$ cat src/rtl/dp_alu_pkg.sv
package dp_alu_pkg;

  typedef enum logic [3:0] {
    OP_SUB = 4'h2,
    OP_RSB = 4'h3,
    OP_ADD = 4'h4,
    OP_ADC = 4'h5,
    OP_RSC = 4'h7,
    OP_MOV = 4'hD,
    OP_MVN = 4'hF
  } alu_op_e;

  typedef enum logic [1:0] {
    CI_ZERO = 2'd0,
    CI_ONE  = 2'd1,
    CI_FLAG = 2'd2
  } cin_sel_e;

  typedef struct packed {
    logic     legal;
    logic     is_move;
    logic     move_inv;
    logic     swap;
    logic     inv_y;
    cin_sel_e cin_sel;
  } alu_ctl_t;

  typedef struct packed {
    logic n;
    logic z;
    logic c;
    logic v;
  } alu_flags_t;

endpackage

$ cat src/rtl/dp_alu_decode.sv
module dp_alu_decode
  import dp_alu_pkg::*;
(
  input  logic [3:0] op_code,
  output alu_ctl_t   ctl
);

  always_comb begin
    ctl = '0;
    ctl.cin_sel = CI_ZERO;
    case (op_code)
      OP_MOV: begin
        ctl.legal   = 1'b1;
        ctl.is_move = 1'b1;
      end
      OP_MVN: begin
        ctl.legal    = 1'b1;
        ctl.is_move  = 1'b1;
        ctl.move_inv = 1'b1;
      end
      OP_ADD: begin
        ctl.legal = 1'b1;
      end
      OP_ADC: begin
        ctl.legal   = 1'b1;
        ctl.cin_sel = CI_FLAG;
      end
      OP_SUB: begin
        ctl.legal   = 1'b1;
        ctl.inv_y   = 1'b1;
        ctl.cin_sel = CI_ONE;
      end
      OP_RSB: begin
        ctl.legal   = 1'b1;
        ctl.swap    = 1'b1;
        ctl.inv_y   = 1'b1;
        ctl.cin_sel = CI_ONE;
      end
      OP_RSC: begin
        ctl.legal   = 1'b1;
        ctl.swap    = 1'b1;
        ctl.inv_y   = 1'b1;
        ctl.cin_sel = CI_FLAG;
      end
      default: ctl = '0;
    endcase
  end

endmodule

$ cat src/rtl/dp_alu_adder.sv
module dp_alu_adder #(
  parameter int WIDTH = 32,
  parameter int BLK   = 8,
  parameter bit CSEL  = 1'b1
) (
  input  logic [WIDTH-1:0] x,
  input  logic [WIDTH-1:0] y,
  input  logic             cin,
  output logic [WIDTH-1:0] sum,
  output logic             cout
);

  localparam int NBLK = WIDTH / BLK;

  generate
    if (!CSEL) begin : g_plain
      logic [WIDTH:0] full;
      assign full = {1'b0, x} + {1'b0, y} + {{WIDTH{1'b0}}, cin};
      assign sum  = full[WIDTH-1:0];
      assign cout = full[WIDTH];
    end else begin : g_csel
      logic [NBLK:0] chain;
      assign chain[0] = cin;
      for (genvar i = 0; i < NBLK; i++) begin : g_blk
        logic [BLK:0] s0;
        logic [BLK:0] s1;
        assign s0 = {1'b0, x[i*BLK +: BLK]} + {1'b0, y[i*BLK +: BLK]};
        assign s1 = {1'b0, x[i*BLK +: BLK]} + {1'b0, y[i*BLK +: BLK]}
                    + {{BLK{1'b0}}, 1'b1};
        assign sum[i*BLK +: BLK] = chain[i] ? s1[BLK-1:0] : s0[BLK-1:0];
        assign chain[i+1]        = chain[i] ? s1[BLK] : s0[BLK];
      end
      assign cout = chain[NBLK];
    end
  endgenerate

endmodule

$ cat src/rtl/dp_alu_flags.sv
module dp_alu_flags
  import dp_alu_pkg::*;
#(
  parameter int WIDTH = 32
) (
  input  logic             clk,
  input  logic             rst,
  input  logic             update,
  input  logic             is_move,
  input  logic             shift_carry,
  input  logic [WIDTH-1:0] result,
  input  logic             cout,
  input  logic             ovf,
  output alu_flags_t       flags_q
);

  alu_flags_t flags_d;

  always_comb begin
    flags_d   = flags_q;
    flags_d.n = result[WIDTH-1];
    flags_d.z = ~|result;
    flags_d.c = is_move ? shift_carry : cout;
    flags_d.v = is_move ? flags_q.v : ovf;
  end

  always_ff @(posedge clk) begin
    if (rst) begin
      flags_q <= '0;
    end else if (update) begin
      flags_q <= flags_d;
    end
  end

endmodule

$ cat src/rtl/dp_alu_unit.sv
module dp_alu_unit
  import dp_alu_pkg::*;
#(
  parameter int WIDTH = 32,
  parameter int BLK   = 8,
  parameter bit CSEL  = 1'b1
) (
  input  logic             clk,
  input  logic             rst,
  input  logic [WIDTH-1:0] op_a,
  input  logic [WIDTH-1:0] op_b,
  input  logic             shift_carry,
  input  logic [3:0]       op_code,
  input  logic             set_flags,
  output logic [WIDTH-1:0] result_q,
  output logic             wr_en_q,
  output logic             flag_n,
  output logic             flag_z,
  output logic             flag_c,
  output logic             flag_v
);

  localparam int MSB = WIDTH - 1;

  alu_ctl_t   ctl;
  alu_flags_t flags_q;
  logic [WIDTH-1:0] x_opd, y_raw, y_opd, sum, move_val, result_d;
  logic cin, cout, ovf;

  dp_alu_decode u_dec (
    .op_code (op_code),
    .ctl     (ctl)
  );

  assign x_opd = ctl.swap ? op_b : op_a;
  assign y_raw = ctl.swap ? op_a : op_b;
  assign y_opd = ctl.inv_y ? ~y_raw : y_raw;

  always_comb begin
    case (ctl.cin_sel)
      CI_ONE:  cin = 1'b1;
      CI_FLAG: cin = flags_q.c;
      default: cin = 1'b0;
    endcase
  end

  dp_alu_adder #(
    .WIDTH (WIDTH),
    .BLK   (BLK),
    .CSEL  (CSEL)
  ) u_add (
    .x    (x_opd),
    .y    (y_opd),
    .cin  (cin),
    .sum  (sum),
    .cout (cout)
  );

  assign ovf      = (x_opd[MSB] == y_opd[MSB]) && (sum[MSB] != x_opd[MSB]);
  assign move_val = ctl.move_inv ? ~op_b : op_b;

  always_comb begin
    if (!ctl.legal)      result_d = '0;
    else if (ctl.is_move) result_d = move_val;
    else                 result_d = sum;
  end

  always_ff @(posedge clk) begin
    if (rst) begin
      result_q <= '0;
      wr_en_q  <= 1'b0;
    end else begin
      result_q <= result_d;
      wr_en_q  <= ctl.legal;
    end
  end

  dp_alu_flags #(
    .WIDTH (WIDTH)
  ) u_flags (
    .clk         (clk),
    .rst         (rst),
    .update      (set_flags & ctl.legal),
    .is_move     (ctl.is_move),
    .shift_carry (shift_carry),
    .result      (result_d),
    .cout        (cout),
    .ovf         (ovf),
    .flags_q     (flags_q)
  );

  assign flag_n = flags_q.n;
  assign flag_z = flags_q.z;
  assign flag_c = flags_q.c;
  assign flag_v = flags_q.v;

endmodule

$ cat config.mk
export PLATFORM = sky130hd
export DESIGN_NAME = dp_alu_unit
export DESIGN_NICKNAME = d
export VERILOG_FILES = /design/src/rtl/dp_alu_pkg.sv /design/src/rtl/dp_alu_decode.sv /design/src/rtl/dp_alu_adder.sv /design/src/rtl/dp_alu_flags.sv /design/src/rtl/dp_alu_unit.sv
export SDC_FILE = /design/constraint.sdc
export NUM_CORES = 1
export LEC_CHECK = 0
export BUFFER_PORTS_ARGS = -buffer_cell sky130_fd_sc_hd__buf_2
export CAP_MARGIN = 20
export CORE_MARGIN = 2
export CORE_UTILIZATION = 45
export DETAILED_ROUTE_END_ITERATION = 10
export GPL_TIMING_DRIVEN = 0
export PLACE_DENSITY = 0.72
export SETUP_SLACK_MARGIN = 0.5
export SYNTH_ARGS = -nofsm -noshare
export SYNTH_HDL_FRONTEND = slang
export SYNTH_SLANG_ARGS = --single-unit
$ cat constraint.sdc
create_clock -name clk -period 8.97 [get_ports clk]
set_clock_uncertainty 0.15 [all_clocks]
set_input_delay 0.4485 -clock clk [delete_from_list [all_inputs] [get_ports clk]]
set_output_delay 0.4485 -clock clk [all_outputs]
set_load 0.05 [all_outputs]
==> impl_metrics.tcl <==
set metrics [dict create \
    period_minus_slack_ns 7.75 \
    setup_slack_ns 1.22 \
    maxCapViolCount 0 \
    holdWs_ns 0.247 \
    cts-root-buf "clkbuf_16" \
    grt_pass1_vias 5292 \
    total_power_mw 0.957 \
    cts_buffers 5 \
    io_pins 109 \
    antenna_found_initial 0 \
    worst_slew_margin_rel 0.505 \
    io_buffers 108 \
    fp.coreArea_sq_um 11400 \
    ys.flop_type "dfxtp_1" \
    arrival_ns 7.79 \
    whs_path_depth 2 \
    grt-ovfl-total 0 \
    synth_area_sq_um 5280 \
    grt_usage 0.264 \
    viasPerCell 5.91 \
    clock_path_buffers 2 \
    grt.busiest_layer "met2" \
    hold_viol 0 \
    first_iter_violations 525 \
    slowest_stage "buf_1" \
    grt_max_degree 12 \
    antenna_left 0 \
    synth_seq_cells 37 \
    synth_edf_count 0 \
    synth_nets 859 \
    criticalPathCategory "input pin to flop" \
    min_path_type "input pin to flop" \
    cp_max_fo 10 \
    start_util 0.463 \
    end_kind "flop" \
    critPathRequiredTime_ns 9.01 \
    utilization 0.541 \
    syn_to_final_growth_pct 16.9 \
    rows 39 \
    post_drt_wl_per_cell_um 16.7 \
    yosys.area.top_type "dfxtp_1" \
    rrSetupSlack_ns 5.09 \
    use_met3 0.0329 \
    max-vdd-ir-drop_mv 0.185 \
    synth_commonest_cells "122 x nand2_1, 77 x nor2_1, 38 x ha_1" \
    die_h_um 112 \
    use_met1 0.384 \
    worst_skew_pair.late_latency_ns 0.28 \
    grt_pass1_wl_um 27200 \
    antenna_cells 0 \
    layout-drive-gt1-share 0.170 \
    die_x_um 112 \
    cts.sinks 37 \
    status "complete, no violations" \
    setup_tns_ns 0 \
    hpwl_um 13600 \
    first_pass_iters 9 \
    rr_worst_depth 12 \
    die_area_sq_um 12600 \
    vias 5935 \
    num-nets-final 974 \
    drc 0 \
    drv_slew 0 \
    clk_pin_slew_worst_paths_ns 0.05 \
    gp_congestion 0.959 \
    tightest_slew_ns 0.738 \
    leakage_nw 2.78 \
    p_per_area_nw_per_um2 155 \
    finalSetupViolCount 0 \
    pre_cts_slack_ns 0.847 \
    synth-seq-area-share 0.140 \
    max_freq_mhz 129 \
    yosys-top-cells-area "dfxtp_1 14%, ha_1 9.0%, nand2_1 8.7%" \
    worstSetupStartpointType "input pin" \
    wl_um 16700 \
    synthArstFlopShare 0 \
    cp_slowest_stage_delay_ns 0.52 \
    postCtsHoldBufs 0 \
    yosysMostFrequentCell "nand2_1" \
    synth_top_cell_area_share 0.140 \
    rsz0062_at_grt "false" \
    htree_levels 2 \
    use_met2 0.420 \
    avgSynthCellArea_sq_um 7.09 \
    ys_types 76 \
    yosys_warnings 0 \
    cpMostUsedCell "clkbuf_1" \
    fin_crit_sh 0.864 \
    cts_tree "done" \
    syn_inst 745 \
]
==> cells by family (layout without fill, tap and decap cells) <==
family	Yosys count	count (layout)	synth area share
DFF	37	37	0.140
buffers and inverters	76	192	0.0618
adders and majority gates	42	42	0.105
xor gates and xnor gates	71	71	0.118
AOI/OAI and AO/OA	190	190	0.265
and+or+nand+nor	324	324	0.300
muxes	5	5	0.00971
==> power breakdown <==
group / internal, mW / switching (mW)
registers: 0.182 / 0.00415
logic: 0.207 / 0.365
clock network: 0.139 / 0.0610
total: 0.527 / 0.430
==> metrics by stage <==
step | std cells | cell area (sq um)
after floorplan | 745 | 5280
after global placement | 996 | 6000
after detailed placement | 996 | 6000
after CTS | 1004 | 6170
after global routing | 1004 | 6180
final | 1004 | 6180
==> layer usage <==
layer	vias to the layer above	wire [um]
li1	2928	-
met1	2719	7710
met2	269	7290
met3	19	1500
met4	0	242
met5	-	0
==> registers in the layout, summed over array words and instances (netlist names) <==
register         cells
result_q            32
u_flags.flags_q      4
wr_en_q              1
==> final cells by class <==
cell class,count,area [sq um]
buffer,45,211
clock buffer,7,143
clock inverter,1,30.0
fill,1182,5240
inverter,31,116
multi-input combinational,632,4220
sequential,37,741
tap,143,179
timing repair buffer,108,541
==> repair_timing <==
action / 4_1_cts / 5_1_grt
setup buffers: 0 / 0
endpoints found under the setup margin: 0 / 1
gates resized for setup: 0 / 2
==> layout by cell type, fill, tap and decap left out, types with 5 or more instances in the layout <==
cell type and instances:
nand2_1 122, buf_2 111, nor2_1 77, ha_1 38, xnor2_1 37, dfxtp_1 37
xor2_1 34, a21oi_1 32, inv_1 31, clkbuf_1 29, a221oi_1 28, o21ai_0 26
nand3_1 20, a211oi_1 18, nor3_1 16, nor2b_1 16, a21o_1 11, buf_1 8
nand2b_1 8, o21a_1 8, o31ai_1 8, nand4_1 8, a31oi_1 8, or4_1 7
nor3b_1 6, and3_1 5, buf_6 5, a211o_1 5, clkbuf_16 5
==> worst max-delay path, delay by kind of cell <==
family | cells | cell delay [ns]
AO/OA/AOI/OAI | 5 | 1.43
AND/OR/NAND/NOR | 10 | 2.32
buffers and inverters | 9 | 2.69
adder cells (fa/ha/maj) | 3 | 0.88
==> worst paths after layout <==
check,endpoint,startpoint
worst max register to register,u_flags.flags_q[2],u_flags.flags_q[1]
worst min register to register,u_flags.flags_q[0],u_flags.flags_q[0]
worst max-delay path,u_flags.flags_q[2],op_code[1]
worst min-delay path,u_flags.flags_q[1],set_flags
Note: power is estimated with default switching activity, not from simulation.
